===== src/rtl/tcw_pkg.sv =====
package tcw_pkg;
    localparam int unsigned REM_W    = 15;
    localparam logic [REM_W-1:0] GEN_POLY = 15'h6815;
    localparam int unsigned MSG_BITS = 48;

    typedef enum logic [2:0] {
        PH_IDLE,
        PH_RUN,
        PH_LOAD,
        PH_SEND,
        PH_HOLD
    } phase_e;
endpackage


===== src/rtl/tcw_divider.sv =====
// Serial modulo-2 divider: remainder of the input stream times x^W.
module tcw_divider #(
    parameter int unsigned W = 15,
    parameter logic [W-1:0] POLY = 15'h6815
) (
    input  logic         clk,
    input  logic         rst_n,
    input  logic         clr,
    input  logic         step,
    input  logic         din,
    output logic [W-1:0] rem
);
    typedef struct packed {
        logic [W-1:0] rem;
    } div_s;

    div_s div_d, div_q;
    logic fb;

    always_comb begin
        div_d = div_q;
        fb    = din ^ div_q.rem[W-1];
        if (clr) begin
            div_d.rem = '0;
        end else if (step) begin
            div_d.rem = {div_q.rem[W-2:0], 1'b0} ^ (fb ? POLY : '0);
        end
    end

    always_ff @(posedge clk or negedge rst_n) begin
        if (!rst_n) div_q <= '0;
        else        div_q <= div_d;
    end

    assign rem = div_q.rem;

    // a clear leaves an empty remainder
    a_r7_clear: assert property (@(posedge clk) disable iff (!rst_n)
        clr |=> (rem == '0));

    // no step, no change
    a_r10_idle_hold: assert property (@(posedge clk) disable iff (!rst_n)
        (!clr && !step) |=> $stable(rem));
endmodule


===== src/rtl/tcw_seq.sv =====
// Word sequencer: phase, bit counter, mode latch and done pulse.
module tcw_seq
    import tcw_pkg::*;
#(
    parameter int unsigned WORD_BITS = 64,
    parameter int unsigned MSG_BITS  = 48,
    parameter int unsigned CHK_BITS  = 16,
    localparam int unsigned CW = $clog2(WORD_BITS)
) (
    input  logic          clk,
    input  logic          rst_n,
    input  logic          start,
    input  logic          mode,
    input  logic          bit_en,
    output phase_e        phase,
    output logic [CW-1:0] cnt,
    output logic          chk,
    output logic          done
);
    typedef struct packed {
        phase_e        phase;
        logic [CW-1:0] cnt;
        logic          chk;
        logic          done;
    } seq_s;

    seq_s seq_d, seq_q;

    always_comb begin
        seq_d      = seq_q;
        seq_d.done = 1'b0;
        if (start) begin
            seq_d.phase = PH_RUN;
            seq_d.cnt   = '0;
            seq_d.chk   = mode;
        end else begin
            case (seq_q.phase)
                PH_RUN: if (bit_en) begin
                    seq_d.cnt = seq_q.cnt + 1'b1;
                    if (seq_q.chk && seq_q.cnt == CW'(WORD_BITS - 1)) begin
                        seq_d.phase = PH_HOLD;
                        seq_d.done  = 1'b1;
                    end else if (!seq_q.chk && seq_q.cnt == CW'(MSG_BITS - 1)) begin
                        seq_d.phase = PH_LOAD;
                    end
                end
                PH_LOAD: begin
                    seq_d.phase = PH_SEND;
                    seq_d.cnt   = '0;
                end
                PH_SEND: if (bit_en) begin
                    seq_d.cnt = seq_q.cnt + 1'b1;
                    if (seq_q.cnt == CW'(CHK_BITS - 1)) begin
                        seq_d.phase = PH_HOLD;
                        seq_d.done  = 1'b1;
                    end
                end
                default: ;
            endcase
        end
    end

    always_ff @(posedge clk or negedge rst_n) begin
        if (!rst_n) begin
            seq_q       <= '0;
            seq_q.phase <= PH_IDLE;
        end else begin
            seq_q <= seq_d;
        end
    end

    assign phase = seq_q.phase;
    assign cnt   = seq_q.cnt;
    assign chk   = seq_q.chk;
    assign done  = seq_q.done;

    // done never lasts two cycles
    a_r8_done_pulse: assert property (@(posedge clk) disable iff (!rst_n)
        done |=> !done);

    // start always opens a fresh word
    a_r7_start_run: assert property (@(posedge clk) disable iff (!rst_n)
        start |=> (phase == PH_RUN && cnt == '0));
endmodule


===== src/rtl/tcw_codec.sv =====
// Codeword check-field generator and checker, one bit per enable.
module tcw_codec
    import tcw_pkg::*;
#(
    parameter int unsigned REM_W    = tcw_pkg::REM_W,
    parameter logic [REM_W-1:0] POLY = tcw_pkg::GEN_POLY,
    parameter int unsigned MSG_BITS = tcw_pkg::MSG_BITS,
    localparam int unsigned CHK_BITS  = REM_W + 1,
    localparam int unsigned WORD_BITS = MSG_BITS + CHK_BITS,
    localparam int unsigned CW        = $clog2(WORD_BITS)
) (
    input  logic                clk,
    input  logic                rst_n,
    input  logic                start,
    input  logic                mode,
    input  logic                bit_en,
    input  logic                bit_in,
    output logic                bit_out,
    output logic                bit_out_valid,
    output logic [CHK_BITS-1:0] result,
    output logic                pass,
    output logic                done
);
    typedef struct packed {
        logic                par;
        logic [CHK_BITS-1:0] sh;
        logic [CHK_BITS-1:0] word;
        logic                pass;
    } top_s;

    top_s          top_d, top_q;
    phase_e        phase;
    logic [CW-1:0] cnt;
    logic          chk;
    logic [REM_W-1:0] rem;
    logic          take, at_parity, at_flip, div_step, div_din;
    logic [REM_W-1:0] cw_v;

    tcw_seq #(
        .WORD_BITS (WORD_BITS),
        .MSG_BITS  (MSG_BITS),
        .CHK_BITS  (CHK_BITS)
    ) u_seq (
        .clk    (clk),
        .rst_n  (rst_n),
        .start  (start),
        .mode   (mode),
        .bit_en (bit_en),
        .phase  (phase),
        .cnt    (cnt),
        .chk    (chk),
        .done   (done)
    );

    assign take      = (phase == PH_RUN) && bit_en && !start;
    assign at_parity = (cnt == CW'(WORD_BITS - 1));
    assign at_flip   = chk && (cnt == CW'(WORD_BITS - 2));
    assign div_step  = take && !at_parity;
    assign div_din   = bit_in ^ at_flip;

    tcw_divider #(
        .W    (REM_W),
        .POLY (POLY)
    ) u_div (
        .clk   (clk),
        .rst_n (rst_n),
        .clr   (start),
        .step  (div_step),
        .din   (div_din),
        .rem   (rem)
    );

    always_comb begin
        top_d = top_q;
        cw_v  = {rem[REM_W-1:1], ~rem[0]};
        if (start) begin
            top_d = '0;
        end else begin
            if (take && !at_parity) top_d.par = top_q.par ^ bit_in;
            case (phase)
                PH_LOAD: begin
                    top_d.sh   = {cw_v, top_q.par ^ (^cw_v)};
                    top_d.word = {cw_v, top_q.par ^ (^cw_v)};
                end
                PH_SEND: if (bit_en) begin
                    top_d.sh = {top_q.sh[CHK_BITS-2:0], 1'b0};
                end
                PH_RUN: if (take && chk && at_parity) begin
                    for (int k = 0; k < REM_W; k++) begin
                        top_d.word[k] = rem[REM_W-1-k];
                    end
                    top_d.word[CHK_BITS-1] = top_q.par ^ bit_in;
                    top_d.pass = (rem == '0) && (top_q.par == bit_in);
                end
                default: ;
            endcase
        end
    end

    always_ff @(posedge clk or negedge rst_n) begin
        if (!rst_n) top_q <= '0;
        else        top_q <= top_d;
    end

    assign bit_out       = top_q.sh[CHK_BITS-1];
    assign bit_out_valid = (phase == PH_SEND);
    assign result        = top_q.word;
    assign pass          = top_q.pass;

    // results frozen after completion until a new start
    a_r9_hold: assert property (@(posedge clk) disable iff (!rst_n)
        (phase == PH_HOLD && !start) |=> ($stable(result) && $stable(pass)));

    // a pass never coexists with a nonzero syndrome
    a_r6_pass_zero: assert property (@(posedge clk) disable iff (!rst_n)
        pass |-> (result == '0));

    // serial check bits only in generate mode
    a_r3_out_gen_only: assert property (@(posedge clk) disable iff (!rst_n)
        bit_out_valid |-> !chk);
endmodule


===== config.mk =====
export PLATFORM = sky130hd
export DESIGN_NAME = tcw_codec
export DESIGN_NICKNAME = d
export VERILOG_FILES = /design/src/rtl/tcw_pkg.sv /design/src/rtl/tcw_divider.sv /design/src/rtl/tcw_seq.sv /design/src/rtl/tcw_codec.sv
export SDC_FILE = /design/constraint.sdc
export NUM_CORES = 1
export LEC_CHECK = 0
export BUFFER_PORTS_ARGS = -buffer_cell sky130_fd_sc_hd__buf_2
export CAP_MARGIN = 10
export CORE_AREA = 4 4 81 83
export DETAILED_ROUTE_END_ITERATION = 10
export DIE_AREA = 0 0 85 87
export GPL_TIMING_DRIVEN = 0
export PLACE_DENSITY = 0.83
export SLEW_MARGIN = 20
export SYNTH_ARGS = -nofsm -noshare
export SYNTH_HDL_FRONTEND = slang
export SYNTH_HIERARCHICAL = 1
export SYNTH_SLANG_ARGS = --single-unit

===== constraint.sdc =====
create_clock -name clk -period 4.25 [get_ports clk]
set_input_delay 0.85 -clock clk [delete_from_list [all_inputs] [get_ports clk]]
set_output_delay 0.85 -clock clk [all_outputs]
set_load 0.02 [all_outputs]

# Word level (Yosys, flattened, before mapping)
# Cells that the tools add are included.
# word_totals
regBits	60
in_bits	6
out_inout_bits	20
wordCells	77
# classes
n_addsub	1
eq_ne	13
muxes	23
bitwise	6
n_reduce_logical	25
# ops
cell	n
$pmux W16 S2	2
$mux W15	3
$mux W34	1
$mux W9	3
$pmux W9 S3	1
$eq A6 B6 Y1 const B	3
$mux W17	1
$mux W16	1
$logic_not A15 Y1	1
$reduce_xor A15 Y1	1
$xor A15 B15 Y15	1
$logic_and A1 B1 Y1	9
$mux W3	3
$mux W1	7
$add A6 B1 Y6 const B	1
$eq A3 B2 Y1 const B	2
$eq A6 B4 Y1 const B	1
$ne A3 B2 Y1 const B	2
$ne A3 B3 Y1 const B	2
$reduce_and A2 Y1	3
$reduce_bool A2 Y1	3
$reduce_bool A3 Y1	2
$reduce_and A5 Y1	1
$ne A4 B2 Y1 const B	1
other kinds (8)	13

# Logic depth before layout (Yosys ltp)
# logic_depth
word_depth	8
mapped_depth	7
depth_no_buf	6

# Hierarchy
# The synthesis kept the hierarchy.
# modules_own_cells
mod	instances	cells_per_inst	area_each_um2	seq_area_each_um2
tcw_codec	1	218	2093.3	850.8
tcw_divider	1	62	695.7	375.4
tcw_seq	1	59	590.6	275.3

# Least setup slack after synthesis
# No wires, ideal clock.
# synth_timing
path_kind	input to register
start	input start
end	register u_div.div_q (netlist bit u_div/rem[11])
setup_time_ns	0.104
arrival_ns	2.096
required_ns	4.146
setup_slack_ns	2.050
stages	5
path_buffers	0
cell_sequence	nor4b_4 -> o311ai_1 -> inv_1 -> or4b_1 -> o311ai_1
# synth_via
elab_chain_cells	4
elab_cells_between_ends	5
classes_between	mux (1); reduce/logical (4)
# synth_lines
element	line_no	text
start: declaration	tcw_codec.sv:14	input logic start,
$logic_not A1 Y1	tcw_codec.sv:55	assign take = (phase == PH_RUN) && bit_en && !start;
$logic_and A1 B1 Y1	tcw_codec.sv:55	
$logic_and A1 B1 Y1	tcw_codec.sv:58	assign div_step = take && !at_parity;
net div_step	tcw_codec.sv:36	logic take, at_parity, at_flip, div_step, div_din;
$reduce_bool A2 Y1 (no source line)	--	
end signal: assignment	tcw_divider.sv:32	else div_q <= div_d;
end: declaration	tcw_divider.sv:17	div_s div_d, div_q;
# The timed path passes the listed nets, and every way through them passes these cells.
# A chain may end at the register's enable or synchronous reset.

# Worst setup path in the final report
# layout_timing
start	register u_seq/phase[1] (netlist name)
end	output bit_out_valid
# layout_via
elab_chain_cells	1
# layout_lines
element	line_no	text
$eq A3 B2 Y1	tcw_codec.sv:106	assign bit_out_valid = (phase == PH_SEND);
end: declaration	tcw_codec.sv:19	output logic bit_out_valid,
# Every way passes these cells.

==> reports/results.tsv <==
stage	metric	value	unit
cts	Reg clk slew, reported paths	60	ps
cells_and_area	most frequent cells in the layout	dfrtp_1 (60), nor2_1 (37), nand2_1 (36), buf_2 (29), inv_1 (26)	
die	Boundary Pins	26	
synth	synth top area cells	dfrtp_1 (44%), mux2_2 (6.0%), a22o_1 (4.1%)	
pwr	overall power	1.33	mW
cells_and_area	Multi-input gate area	1580	µm²
cells_and_area	final core occ	0.647	
drt	DRC violation count after routing	0	
place	placed inst area	3600	µm²
cells_and_area	fin area	3780	µm²
synth	Unique masters post-synth	47	
cts	CTS Buf Count	9	
cts	clk root buf	clkbuf_8	
cts	Sink Count	60	
critical_path	Req. time, crit path	3400	ps
synth	share of synthesized flip-flops with an asynchronous set or reset	1.00	
cts	Clock Tree Buf Depth	2	
critical_path	delay-heaviest family, CP	buffers and inverters	
critical_path	Critical Path AT	1920	ps
global_routing	initial antenna violation count	0	
sta	Tmin final	2770	ps
pwr	Net Sw Power	0.375	mW
drt	First DRT Iteration DRCs	116	
synth	flops & latches, synth	60	
place	GPL Wtd Cong	0.874	
sta	Worst Tran Pin Value	746	ps
global_routing	gr usage total	0.214	
place	Detail Placement HPWL	4.99	mm
synth	Main synth FF type	dfrtp_1	
cells_and_area	commonest non-fill, non-tap cell in the layout	dfrtp_1	
sta	TNS Setup	0	ps
drt	first drt pass iteration count	4	
sta	Max Fclk	361	MHz
synth	Syn Area/Cell	9.97	µm²
pwr	Max VDD drop	0.206	mV
critical_path	Buffers & Inverters on Critical Path	3	
critical_path	cells along the critical path	nand3b_1 > inv_1 > buf_2 > buf_2	
sta	relative slew slack	0.503	
critical_path	slowest stage delay, CP	580	ps
pwr	Leak	1.71	nW
cells_and_area	# diodes	0	
sta	RSZ-0062 raised after global routing	false	
min_path	worst min path class	flip-flop to flip-flop	
cts	CTS tree	done	
cts	Clock Latency Late Sink	340	ps
critical_path	CP Capture Type	output port	
die	CORE AREA	5850	µm²
sta	final hold slack	506	ps
pwr	internal power	0.952	mW
synth	total number of yosys warnings	6	
drt	wire length per cell	15.7	µm
drt	vias	2618	
cts	postcts setup bufs	0	
drt	post-route ant nets	0	
cells_and_area	Reg area	1500	µm²
global_routing	Overflow after GRT	0	
pwr	Sw Share	0.283	
synth	Syn Inst Count	339	
cells_and_area	share of cells above drive strength 1	0.224	
place	port bufs	25	
cts	Post-CTS Resized	0	
critical_path	worst-path fanout max	12	
pwr	Gate power share	0.155	
job	max cap viols	0	
cts	hold_buf cts	0	
global_routing	vias in the first global route	2587	
critical_path	most used cell along the critical path	buf_2	
die	die width	85	µm
synth	number of synthesized flops with an enable pin	0	
status	status	complete, no violations	
drt	total wire length	7.16	mm
pwr	Clock Power Share	0.371	
synth	cell accounting for the most synthesized area	dfrtp_1	
die	die area	7400	µm²
critical_path	crit path kind	flip-flop to output port	
sta	Fin. Hold Viols	0	
drt	Vias per Instance	5.75	
pwr	PwrDens	351	nW/µm²
die	row cnt	28	
cells_and_area	Nets	389	
pwr	Flop pwr share	0.474	
critical_path	startpoint type of the worst setup path	flip-flop	
sta	Max Clock Skew	9.28	ps
global_routing	pin count of the biggest net entering global routing	61	
die	die height	87	µm
sta	count of final setup violators	0	
cells_and_area	Layout area overhead	12.0	%
global_routing	first-pass GRT wire length	12.4	mm
cts	H-tree level count	3	
synth	Post-Syn Nets	353	
sta	Pins Over Slew Limit	0	
synth	post-synthesis sequential area ratio	0.444	
cells_and_area	fill count	480	
synth	Post-Syn Area	3380	µm²
sta	final worst-path cycle share	0.652	
die	Initial Utilization	0.578	
critical_path	Slowest cell on crit path	dfrtp_1	
synth	top cell type's share of synthesized area	0.444	
## path summary, 6_finish.rpt
| check | from | cells past startpoint | slack, ps | endpoint |
|---|---|---|---|---|
| setup reg to reg | u_seq/phase[2]$_DFFE_PN0P_ | 6 | 1950 | u_div/rem[7]$_DFFE_PN0P_ |
| max in group asynchronous | rst_n | 1 | 3180 | u_div/rem[14]$_DFFE_PN0P_ |
| hold / removal | result[2]$_DFFE_PN0P_ | 1 | 510 | result[2]$_DFFE_PN0P_ |
| hold reg to reg | result[2]$_DFFE_PN0P_ | 1 | 510 | result[2]$_DFFE_PN0P_ |
| setup / recovery | u_seq/phase[1]$_DFFE_PN0P_ | 4 | 1480 | bit_out_valid |
| min in group asynchronous | rst_n | 1 | 570 | u_div/rem[11]$_DFFE_PN0P_ |
## per-layer routing
| layer | wire length, µm | up-vias | global-route usage |
|---|---|---|---|
| met2 | 3600 | 55 | 0.362 |
| li1 | - | 1265 | - |
| met1 | 3170 | 1287 | 0.271 |
| met4 | 102 | 0 | 0.0835 |
| met5 | 0 | - | 0 |
| met3 | 287 | 11 | 0.0397 |
## power groups by stage
stage / Clock, mW / Sequential [mW] / Combinational [mW]
6_report: 0.492 / 0.629 / 0.206
5_1_grt: 0.528 / 0.632 / 0.228
4_1_cts: 0.501 / 0.629 / 0.206
3_5_place_dp: 0 / 0.639 / 0.204
3_3_place_gp: 0 / 0.637 / 0.198
2_1_floorplan: 0 / 0.630 / 0.151
## cell families (layout without fill, tap and decap cells)
logic type	count (synthesis)	after routing	synth area share
AOI/OAI and AO/OA	57	57	0.133
buffers and inverters	58	99	0.0874
and+or+nand+nor	114	114	0.175
xor gates and xnor gates	13	13	0.0378
adders and majority gates	8	8	0.0296
muxes	29	29	0.0926
DFF	60	60	0.444
## registers in the layout, indices dropped and copies added (netlist names)
| name | cells |
|---|---|
| u_div/rem | 15 |
| u_seq/phase | 3 |
| bit_out | 1 |
| u_seq/done | 1 |
| result | 16 |
| u_seq/chk | 1 |
| top_q | 16 |
| u_seq/cnt | 6 |
| pass | 1 |
## Yosys cell counts (4+ instances only)
master / number
a21oi_1: 8
a22o_1: 16
a311oi_1: 14
buf_2: 5
buf_4: 17
clkbuf_1: 9
dfrtp_1: 60
ha_1: 8
inv_1: 26
mux2_2: 18
mux2i_1: 11
nand2_1: 36
nand3_1: 7
nand4b_1: 5
nor2_1: 37
nor3b_1: 5
o21ai_0: 4
o311ai_1: 4
or4b_1: 4
xnor2_1: 7
xor2_1: 5
## metrics by stage
stage	setup WS, ps	instances
global route	1300	455
global placement	1510	439
detailed placement	1420	439
CTS	1500	455
floorplan	2050	339
finish	1480	455
## layout make-up
| class | count | area share |
|---|---|---|
| plain buffers | 32 | 0.0522 |
| clock buffers | 11 | 0.0347 |
| clock inverters | 5 | 0.0139 |
| inverters | 26 | 0.0258 |
| multi-input cells | 221 | 0.418 |
| flip-flops and latches | 60 | 0.397 |
| well taps | 75 | 0.0248 |
| repair buffers | 25 | 0.0337 |
Power figures use the tool's default switching activity.
